$ cat config.mk
export PLATFORM = sky130hd
export DESIGN_NAME = oldest_first_port_arb
export DESIGN_NICKNAME = d
export VERILOG_FILES = /design/src/rtl/ofpa_pkg.sv /design/src/rtl/ofpa_age_track.sv /design/src/rtl/ofpa_rank.sv /design/src/rtl/ofpa_stall.sv /design/src/rtl/oldest_first_port_arb.sv
export SDC_FILE = /design/constraint.sdc
export NUM_CORES = 1
export LEC_CHECK = 0
export ABC_AREA = 1
export BUFFER_PORTS_ARGS = -buffer_cell sky130_fd_sc_hd__buf_4
export CAP_MARGIN = 20
export CORE_MARGIN = 3
export CORE_UTILIZATION = 45
export CTS_CLUSTER_SIZE = 24
export DETAILED_ROUTE_END_ITERATION = 8
export GPL_TIMING_DRIVEN = 1
export PLACE_DENSITY_LB_ADDON = 0.12
export SLEW_MARGIN = 15
export SYNTH_ARGS = -nofsm -noshare
export SYNTH_HDL_FRONTEND = slang
export SYNTH_SLANG_ARGS = --single-unit
export TNS_END_PERCENT = 5
$ cat constraint.sdc
create_clock -name clk_i -period 2.3 [get_ports clk_i]
set_input_delay 0 -clock clk_i [delete_from_list [all_inputs] [get_ports clk_i]]
set_output_delay 0 -clock clk_i [all_outputs]
set_load 0.02 [all_outputs]
$ cat src/rtl/ofpa_pkg.sv
package ofpa_pkg;
  localparam int unsigned NUM_PORTS = 2;

  // a older than b under modular tags of width w
  function automatic logic is_older(input logic [31:0] a, input logic [31:0] b,
                                    input int unsigned w);
    logic [31:0] diff;
    diff = a - b;
    return diff[w-1];
  endfunction
endpackage

$ cat src/rtl/ofpa_age_track.sv
module ofpa_age_track #(
  parameter int unsigned NUM_SLOTS = 4,
  parameter int unsigned AGE_W     = 4
) (
  input  logic                       clk_i,
  input  logic                       rst_ni,
  input  logic [NUM_SLOTS-1:0]       start_i,
  input  logic [NUM_SLOTS-1:0]       done_i,
  output logic [NUM_SLOTS-1:0]       active_o,
  output logic [NUM_SLOTS*AGE_W-1:0] age_o
);
  logic [AGE_W-1:0] next_age_q;
  logic [AGE_W-1:0] offs [NUM_SLOTS];
  logic [AGE_W-1:0] n_start;

  always_comb begin
    n_start = '0;
    for (int s = 0; s < NUM_SLOTS; s++) begin
      offs[s] = n_start;
      n_start = n_start + AGE_W'(start_i[s]);
    end
  end

  always_ff @(posedge clk_i or negedge rst_ni) begin
    if (!rst_ni) begin
      next_age_q <= '0;
      active_o   <= '0;
      age_o      <= '0;
    end else begin
      next_age_q <= next_age_q + n_start;
      for (int s = 0; s < NUM_SLOTS; s++) begin
        if (start_i[s]) begin
          active_o[s]               <= 1'b1;
          age_o[s*AGE_W +: AGE_W]   <= next_age_q + offs[s];
        end else if (done_i[s]) begin
          active_o[s] <= 1'b0;
        end
      end
    end
  end

  for (genvar s = 0; s < NUM_SLOTS; s++) begin : g_chk
    AST_START_ACTIVE: assert property (@(posedge clk_i) disable iff (!rst_ni)
      start_i[s] |=> active_o[s]);
    AST_DONE_IDLE: assert property (@(posedge clk_i) disable iff (!rst_ni)
      (done_i[s] && !start_i[s]) |=> !active_o[s]);
  end
endmodule

$ cat src/rtl/ofpa_rank.sv
module ofpa_rank
  import ofpa_pkg::*;
#(
  parameter int unsigned NUM_SLOTS = 4,
  parameter int unsigned AGE_W     = 4
) (
  input  logic [NUM_SLOTS-1:0]           active_i,
  input  logic [NUM_SLOTS-1:0]           req_i,
  input  logic [NUM_SLOTS*AGE_W-1:0]     age_i,
  output logic [NUM_PORTS*NUM_SLOTS-1:0] gnt_o,
  output logic [NUM_SLOTS*NUM_SLOTS-1:0] older_o
);
  localparam int unsigned RW = $clog2(NUM_SLOTS + 1);
  logic [RW-1:0] rank [NUM_SLOTS];

  // older_o[s*NUM_SLOTS+t]: active slot t is older than active slot s
  always_comb begin
    for (int s = 0; s < NUM_SLOTS; s++) begin
      for (int t = 0; t < NUM_SLOTS; t++) begin
        older_o[s*NUM_SLOTS+t] = (s != t) && active_i[s] && active_i[t] &&
          is_older(32'(age_i[t*AGE_W +: AGE_W]), 32'(age_i[s*AGE_W +: AGE_W]), AGE_W);
      end
    end
  end

  always_comb begin
    for (int s = 0; s < NUM_SLOTS; s++) begin
      rank[s] = '0;
      for (int t = 0; t < NUM_SLOTS; t++)
        rank[s] = rank[s] + RW'(req_i[t] && older_o[s*NUM_SLOTS+t]);
    end
    for (int p = 0; p < NUM_PORTS; p++)
      for (int s = 0; s < NUM_SLOTS; s++)
        gnt_o[p*NUM_SLOTS+s] = req_i[s] && (rank[s] == RW'(p));
  end
endmodule

$ cat src/rtl/ofpa_stall.sv
module ofpa_stall
  import ofpa_pkg::*;
#(
  parameter int unsigned NUM_SLOTS = 4
) (
  input  logic [NUM_SLOTS-1:0]           active_i,
  input  logic [NUM_SLOTS-1:0]           req_i,
  input  logic [NUM_PORTS*NUM_SLOTS-1:0] gnt_i,
  input  logic [NUM_SLOTS*NUM_SLOTS-1:0] older_i,
  output logic [NUM_SLOTS-1:0]           stall_o
);
  logic [NUM_SLOTS-1:0] won, lost;

  always_comb begin
    won = '0;
    for (int p = 0; p < NUM_PORTS; p++)
      won = won | gnt_i[p*NUM_SLOTS +: NUM_SLOTS];
    lost = req_i & ~won;
    for (int s = 0; s < NUM_SLOTS; s++)
      stall_o[s] = active_i[s] &&
                   (lost[s] || |(older_i[s*NUM_SLOTS +: NUM_SLOTS] & lost));
  end
endmodule

$ cat src/rtl/oldest_first_port_arb.sv
module oldest_first_port_arb
  import ofpa_pkg::*;
#(
  parameter int unsigned NUM_SLOTS = 4,
  parameter int unsigned AGE_W     = 4
) (
  input  logic                           clk_i,
  input  logic                           rst_ni,
  input  logic [NUM_SLOTS-1:0]           start_i,
  input  logic [NUM_SLOTS-1:0]           done_i,
  input  logic [NUM_SLOTS-1:0]           req_i,
  output logic [NUM_PORTS*NUM_SLOTS-1:0] gnt_o,
  output logic [NUM_PORTS-1:0]           gnt_vld_o,
  output logic [NUM_SLOTS-1:0]           stall_o,
  output logic                           collision_o
);
  localparam int unsigned CW = $clog2(NUM_SLOTS + 1);

  logic [NUM_SLOTS-1:0]           active;
  logic [NUM_SLOTS*AGE_W-1:0]     age;
  logic [NUM_SLOTS-1:0]           eff_req;
  logic [NUM_SLOTS*NUM_SLOTS-1:0] older;
  logic [CW-1:0]                  n_req;

  ofpa_age_track #(.NUM_SLOTS(NUM_SLOTS), .AGE_W(AGE_W)) u_age (
    .clk_i(clk_i), .rst_ni(rst_ni), .start_i(start_i), .done_i(done_i),
    .active_o(active), .age_o(age)
  );

  assign eff_req = req_i & active;

  ofpa_rank #(.NUM_SLOTS(NUM_SLOTS), .AGE_W(AGE_W)) u_rank (
    .active_i(active), .req_i(eff_req), .age_i(age),
    .gnt_o(gnt_o), .older_o(older)
  );

  ofpa_stall #(.NUM_SLOTS(NUM_SLOTS)) u_stall (
    .active_i(active), .req_i(eff_req), .gnt_i(gnt_o),
    .older_i(older), .stall_o(stall_o)
  );

  always_comb begin
    n_req = '0;
    for (int s = 0; s < NUM_SLOTS; s++) n_req = n_req + CW'(eff_req[s]);
    collision_o = n_req > CW'(NUM_PORTS);
    for (int p = 0; p < NUM_PORTS; p++)
      gnt_vld_o[p] = |gnt_o[p*NUM_SLOTS +: NUM_SLOTS];
  end

  for (genvar p = 0; p < NUM_PORTS; p++) begin : g_port_chk
    AST_GNT_ONEHOT: assert property (@(posedge clk_i) disable iff (!rst_ni)
      $onehot0(gnt_o[p*NUM_SLOTS +: NUM_SLOTS]));
  end

  for (genvar s = 0; s < NUM_SLOTS; s++) begin : g_slot_chk
    AST_ONE_PORT_PER_SLOT: assert property (@(posedge clk_i) disable iff (!rst_ni)
      $countones({gnt_o[NUM_SLOTS+s], gnt_o[s]}) <= 1);
    AST_GNT_NEEDS_ACTIVE_REQ: assert property (@(posedge clk_i) disable iff (!rst_ni)
      (gnt_o[s] || gnt_o[NUM_SLOTS+s]) |-> (req_i[s] && active[s]));
    AST_OLDEST_RUNS: assert property (@(posedge clk_i) disable iff (!rst_ni)
      gnt_o[s] |-> !stall_o[s]);
  end

  AST_COLLIDE_FULL: assert property (@(posedge clk_i) disable iff (!rst_ni)
    collision_o |-> (&gnt_vld_o && |stall_o));
  AST_NO_REQ_QUIET: assert property (@(posedge clk_i) disable iff (!rst_ni)
    (eff_req == '0) |-> (gnt_vld_o == '0 && stall_o == '0));
endmodule

==> Yosys cells after proc, flatten, opt, wreduce, memory -nomap -nowiden <==
Cells that the tools add are included.
{ "totals": {"regBits": 24, "latch_bits": 0, "mem_bits_rw": 0, "rom_bits": 0, "inputBits": 14, "output_inout_bits": 15, "wordCells": 120, "n_memories": 0} }
{ "op_classes": {"add_sub_neg": 30, "n_mul": 0, "div_mod_pow": 0, "magnitude_cmp": 1, "eq_ne": 4, "shift": 0, "n_mux": 8, "n_bitwise": 8, "n_reduce_logical": 60} }
{ "op_table": {"columns": ["operator", "n"], "rows": [
  ["$sub 4x4->4", 12],
  ["$logic_and 1x1->1", 42],
  ["$reduce_or 4->1", 6],
  ["$and 4x4->4", 5],
  ["$add 3x1->3", 5],
  ["$add 1x1->2", 6],
  ["$add 4x1->4", 3],
  ["$add 4x4->4", 3],
  ["$eq 3x1->1 const B", 4],
  ["$logic_not 3->1", 4],
  ["$mux 1", 8],
  ["$reduce_bool 2->1", 4],
  ["$and 3x4->4", 1],
  ["$logic_or 1x1->1", 4],
  ["$not 4->4", 1],
  ["$or 4x4->4", 1],
  ["$add 2x1->3", 1],
  ["$gt 3x2->1 const B", 1]
]} }

==> Logic depth before layout (Yosys ltp) <==
{ "logic_depth": {"word_depth": 14, "depth_mapped": 21, "ltp_nobuf": 21} }

==> By module <==
A second synthesis with hierarchy kept.
{ "unflattened": {"cells_unflattened": 416, "area_unflattened_um2": 2826.5} }
{ "modules_own_cells": {"columns": ["mod", "n_inst", "cells_each", "area_each_um2"], "rows": [
  ["ofpa_rank", 1, 227, 1267.5],
  ["ofpa_age_track", 1, 123, 1237.4],
  ["ofpa_stall", 1, 40, 175.2],
  ["oldest_first_port_arb", 1, 26, 146.4]
]} }

==> Worst setup path before layout <==
No wires, ideal clock.
{ "synth_timing": {"kind": "register to output", "from": "register u_age.age_o[2]", "to": "output gnt_vld_o[1]", "t_arrival_ns": 2.818, "required_ns": 2.300, "slack_ns": -0.518, "path_stages_with_launch": 17, "cell_sequence": "dfrtp_1 > inv_1 > ha_1 > a21oi_1 > nand2_1 > nand2_1 > nand2_1 > nand3_1 > inv_1 > ha_1 > ha_1 > ha_1 > inv_1 > nand2_1 > nor3_1 > nor2_1 > nand2_1"} }
{ "synth_via": {"elab_chain_cells": 8, "elab_cells_between_ends": 35, "classes_between": "add/sub: 14; eq/ne: 4; reduce/logical: 17"} }
{ "synth_lines": {"columns": ["item", "line_no", "text"], "rows": [
  ["from (decl)", "ofpa_age_track.sv:10", "output logic [NUM_SLOTS*AGE_W-1:0] age_o"],
  ["from (signal, indexed assignment)", "ofpa_age_track.sv:34", "age_o[s*AGE_W +: AGE_W] <= next_age_q + offs[s];"],
  ["$sub 4x4->4", "ofpa_pkg.sv:8", "diff = a - b;"],
  ["$logic_and 1x1->1", "ofpa_rank.sv:20", "older_o[s*NUM_SLOTS+t] = (s != t) && active_i[s] && active_i[t] &&"],
  ["$logic_and 1x1->1", "ofpa_rank.sv:30", "rank[s] = rank[s] + RW'(req_i[t] && older_o[s*NUM_SLOTS+t]);"],
  ["$add 1x1->2", "ofpa_rank.sv:30", null],
  ["$add 3x1->3", "ofpa_rank.sv:30", null],
  ["$eq 3x1->1", "ofpa_rank.sv:34", "gnt_o[p*NUM_SLOTS+s] = req_i[s] && (rank[s] == RW'(p));"],
  ["$logic_and 1x1->1", "ofpa_rank.sv:34", null],
  ["net gnt_o[5]", "oldest_first_port_arb.sv:12", "output logic [NUM_PORTS*NUM_SLOTS-1:0] gnt_o,"],
  ["$reduce_or 4->1", "oldest_first_port_arb.sv:47", "gnt_vld_o[p] = |gnt_o[p*NUM_SLOTS +: NUM_SLOTS];"],
  ["to (decl)", "oldest_first_port_arb.sv:13", "output logic [NUM_PORTS-1:0] gnt_vld_o,"]
]} }
The timed path passes the listed nets, and every way through them passes these cells.

==> Worst setup path in the final report <==
{ "layout_timing": {"from": "register u_age.age_o[10]", "to": "output stall_o[3]"} }
{ "layout_via": {"elab_chain_cells": 14, "elab_cells_between_ends": 48, "classes_between": "add/sub: 13; eq/ne: 4; bitwise: 4; reduce/logical: 27"} }
{ "layout_lines": {"columns": ["item", "line_no", "text"], "rows": [
  ["$sub 4x4->4", "ofpa_pkg.sv:8", null],
  ["$logic_and 1x1->1", "ofpa_rank.sv:20", null],
  ["$logic_and 1x1->1", "ofpa_rank.sv:30", null],
  ["$add 1x1->2", "ofpa_rank.sv:30", null],
  ["$add 3x1->3", "ofpa_rank.sv:30", null],
  ["$eq 3x1->1 / $logic_not 3->1 (equally long branches)", "ofpa_rank.sv:34", null],
  ["$logic_and 1x1->1", "ofpa_rank.sv:34", null],
  ["$or 4x4->4", "ofpa_stall.sv:17", "won = won | gnt_i[p*NUM_SLOTS +: NUM_SLOTS];"],
  ["$not 4->4", "ofpa_stall.sv:18", "lost = req_i & ~won;"],
  ["$and 4x4->4", "ofpa_stall.sv:18", null],
  ["$and 3x4->4", "ofpa_stall.sv:21", "(lost[s] || |(older_i[s*NUM_SLOTS +: NUM_SLOTS] & lost));"],
  ["$reduce_or 4->1", "ofpa_stall.sv:21", null],
  ["$logic_or 1x1->1 *", "ofpa_stall.sv:21", null],
  ["$logic_and 1x1->1 *", "ofpa_stall.sv:20", "stall_o[s] = active_i[s] &&"],
  ["to (decl)", "oldest_first_port_arb.sv:14", "output logic [NUM_SLOTS-1:0] stall_o,"]
]} }
Every way passes the cells marked *; elsewhere a longest branch is shown, timed or not.

==> impl_results.md <==
* Flops & latches, synth at 24
* Fin Setup TNS at -5.52 ns
* TritonCTS buffer count at 3
* Nature of the critical path endpoint: output pin
* Die height at 84.6 µm
* Final Setup Violations at 15
* Leakage dissipation at 2.15 nW
* Area leader, netlist: dfrtp_1
* First-pass GRT wire length at 13400 µm
* H-tree depth at 1
* Worst reg-to-reg setup slack at 0.77 ns
* Mapped Cells at 401
* Total GRT Usage at 22.5%
* RSZ-0062 raised after global routing: true
* Vias per inst at 4.99
* Failing checks: setup timing
* Deepest clock path buffer count at 2
* Crit start category: flop
* Gr ovfl total at 0
* VDD IR-drop max at 0.675 mV
* Routed Antenna Nets at 0
* Reg2reg end: u_age.age_o[15]
* Period utilisation layout at 122%
* CP endpoint: stall_o[3]
* Post-DP Area at 0.00354 mm²
* CP startpoint: u_age.age_o[10]
* Synth Cell Area at 0.00278 mm²
* WP data required at 2.30 ns
* Die area at 0.00715 mm²
* Final worst path period need at 2.81 ns
* Root Buffer: clkbuf_8
* Mean Syn Cell Area at 6.93 µm²
* Hold WS at 0.0486 ns
* Ports at 29
* Worst Hold Class: input port to flop
* Syn. warnings at 0
* Initial antenna violation count at 0
* DR DRC count at 0
* WHS Path Cells at 2
* Port-buffer cells at 28
* Hold Path Origin: start_i[0]
* Setup ws final at -0.513 ns
* Synth top area cells: dfrtp_1 (22%), ha_1 (21%), nand2_1 (18%), fa_1 (7.2%), inv_1 (7.0%)
* Crit path kind: flop to output pin
* P per Cell Area at 1340 mW/mm²
* Clk_skew at 0.00232 ns
* Die X at 84.6 µm
* Core area at 0.00574 mm²
* Status: finished with violations
* Drt wl/cell at 13.7 µm
* Final Max Slew Viols at 0
* Sequential element share of the synthesized area at 21.6%
* Finished Cell Area at 0.00400 mm²
* RePlAce Congestion at 0.927
* R2R depth at 5
* 1st-pass router iterations at 4
* Row count at 27
* FMAX at 355 MHz
* WP data arrival at 2.81 ns
* CTS clk-pin slew, worst paths at 0.08 ns
* Clk_lat worst skew at 0.26 ns
* Layout cells sized above 1 at 39.8%
* Largest net degree at the start of global routing at 25
* WL final at 7640 µm
* Clock Sink Count at 24
* Setup WS pre-CTS at -0.373 ns
* Area grow syn2layout at 44.0%
* Initial Utilization at 48.4%
* Worst Tran Pin Value at 0.305 ns
* Antenna cells at 0
* Initial DRC count at 133
* Syn nets at 471
* Worst-path fanout max at 5
* Vias in the first global route at 2897
* Vias post-DR at 2777
* Fin util at 69.7%
* Total Nets Final at 556
* Top cell type's share of synthesized area at 21.6%
* Final Hold Viols at 0
* Max-slew headroom at 79.7%
* Final HPWL DP at 6220 µm
* CTS tree: done
* Cell variety after synth at 25
* Max_cap viols at 0
* Worst R2R Start: u_age.next_age_q[2]
-- registers in the layout (all words and copies together), names as in the netlist --
signal and flops:
u_age.age_o 16, u_age.next_age_q 4, u_age.active_o 4
-- how the worst min path moves through the flow --
stage	to	slack (ns)
after global routing	u_age.age_o[2]	0.07
final	u_age.age_o[2]	0.05
after detailed placement	u_age.next_age_q[2]	-0.09
after floorplan	u_age.active_o[0]	-0.30
after CTS	u_age.age_o[2]	0.06
after global placement	u_age.next_age_q[2]	-0.09
-- where the power goes --
group          internal [W]  switching (W)
Clock              0.000153       0.000130
Combinational       0.00191        0.00229
Sequential         0.000602       0.000286
-- cell usage in the layout, fill, tap and decap left out, types with 11 or more instances in the layout --
master   Yosys  routed
nand2_1    136     116
buf_4        0      66
inv_1       52      37
ha_1        46      33
inv_2       18      29
nand3_1     29      23
nand2_2      4      19
dfrtp_1     24      17
o21ai_0     15      15
nor2_1      16      11
-- final cells by class --
cell class	count	area [µm²]
multi-input combinational	300	2290
clock buffer	4	55.1
tap	72	90.1
sequential	24	609
timing repair buffer	82	666
fill	491	1740
inverter	75	294
-- Yosys cell counts (all sizes together) --
master / instances
nor2: 17
a21oi: 15
dfrtp: 24
nand3: 31
ha: 46
nor3: 4
or2: 1
inv: 70
nand4: 9
o21ai: 18
xor2: 4
o21bai: 1
fa: 10
xnor2: 3
clkbuf: 2
clkinv: 5
o22ai: 1
nand2: 140
-- worst max-delay path: stages, from the launching register on --
cell and delay (ns):
dfrtp_2 0.49, ha_4 0.32, nand2_1 0.06, inv_1 0.08, nand2_2 0.06, nand2_1 0.07, nand2_2 0.06, nand4_1 0.13
inv_1 0.07, ha_1 0.27, ha_2 0.18, ha_4 0.14, inv_4 0.04, a21oi_4 0.17, nand4_1 0.13, nand2_1 0.08
inv_1 0.05, nand2_2 0.06, buf_6 0.11
-- stage by stage --
step / total power (W) / cells
final: 0.00537 / 557
after global routing: 0.00595 / 557
after CTS: 0.00518 / 553
after detailed placement: 0.00446 / 539
after global placement: 0.00436 / 539
after floorplan: 0.00313 / 401
-- cell families after synthesis --
kind of cell	share of synthesized area, %
adder cells (fa/ha/maj)	27.9
buffers and inverters	10.5
XOR/XNOR	2.21
flip-flops	21.6
AO/OA/AOI/OAI	6.71
AND/OR/NAND/NOR	31.1
-- per-layer routing --
metal  global-route usage, %  vias to the layer above  part of all wire [%]
li1                        -                     1421                     -
met1                    29.9                     1288                    45
met2                    40.0                       59                    50
met3                    1.47                        9                   4.0
met4                    4.89                        0                   1.4
met5                       0                        -                     0
-- timing repair --
item                       in CTS  in global routing
hold buffers                    8                  0
pin swaps                      24                 23
gates resized for setup        49                 29
hold endpoints to repair       32                  0
setup endpoints to repair      15                 15
buffers inserted                2                  4
Note: power is estimated with default switching activity, not from simulation.
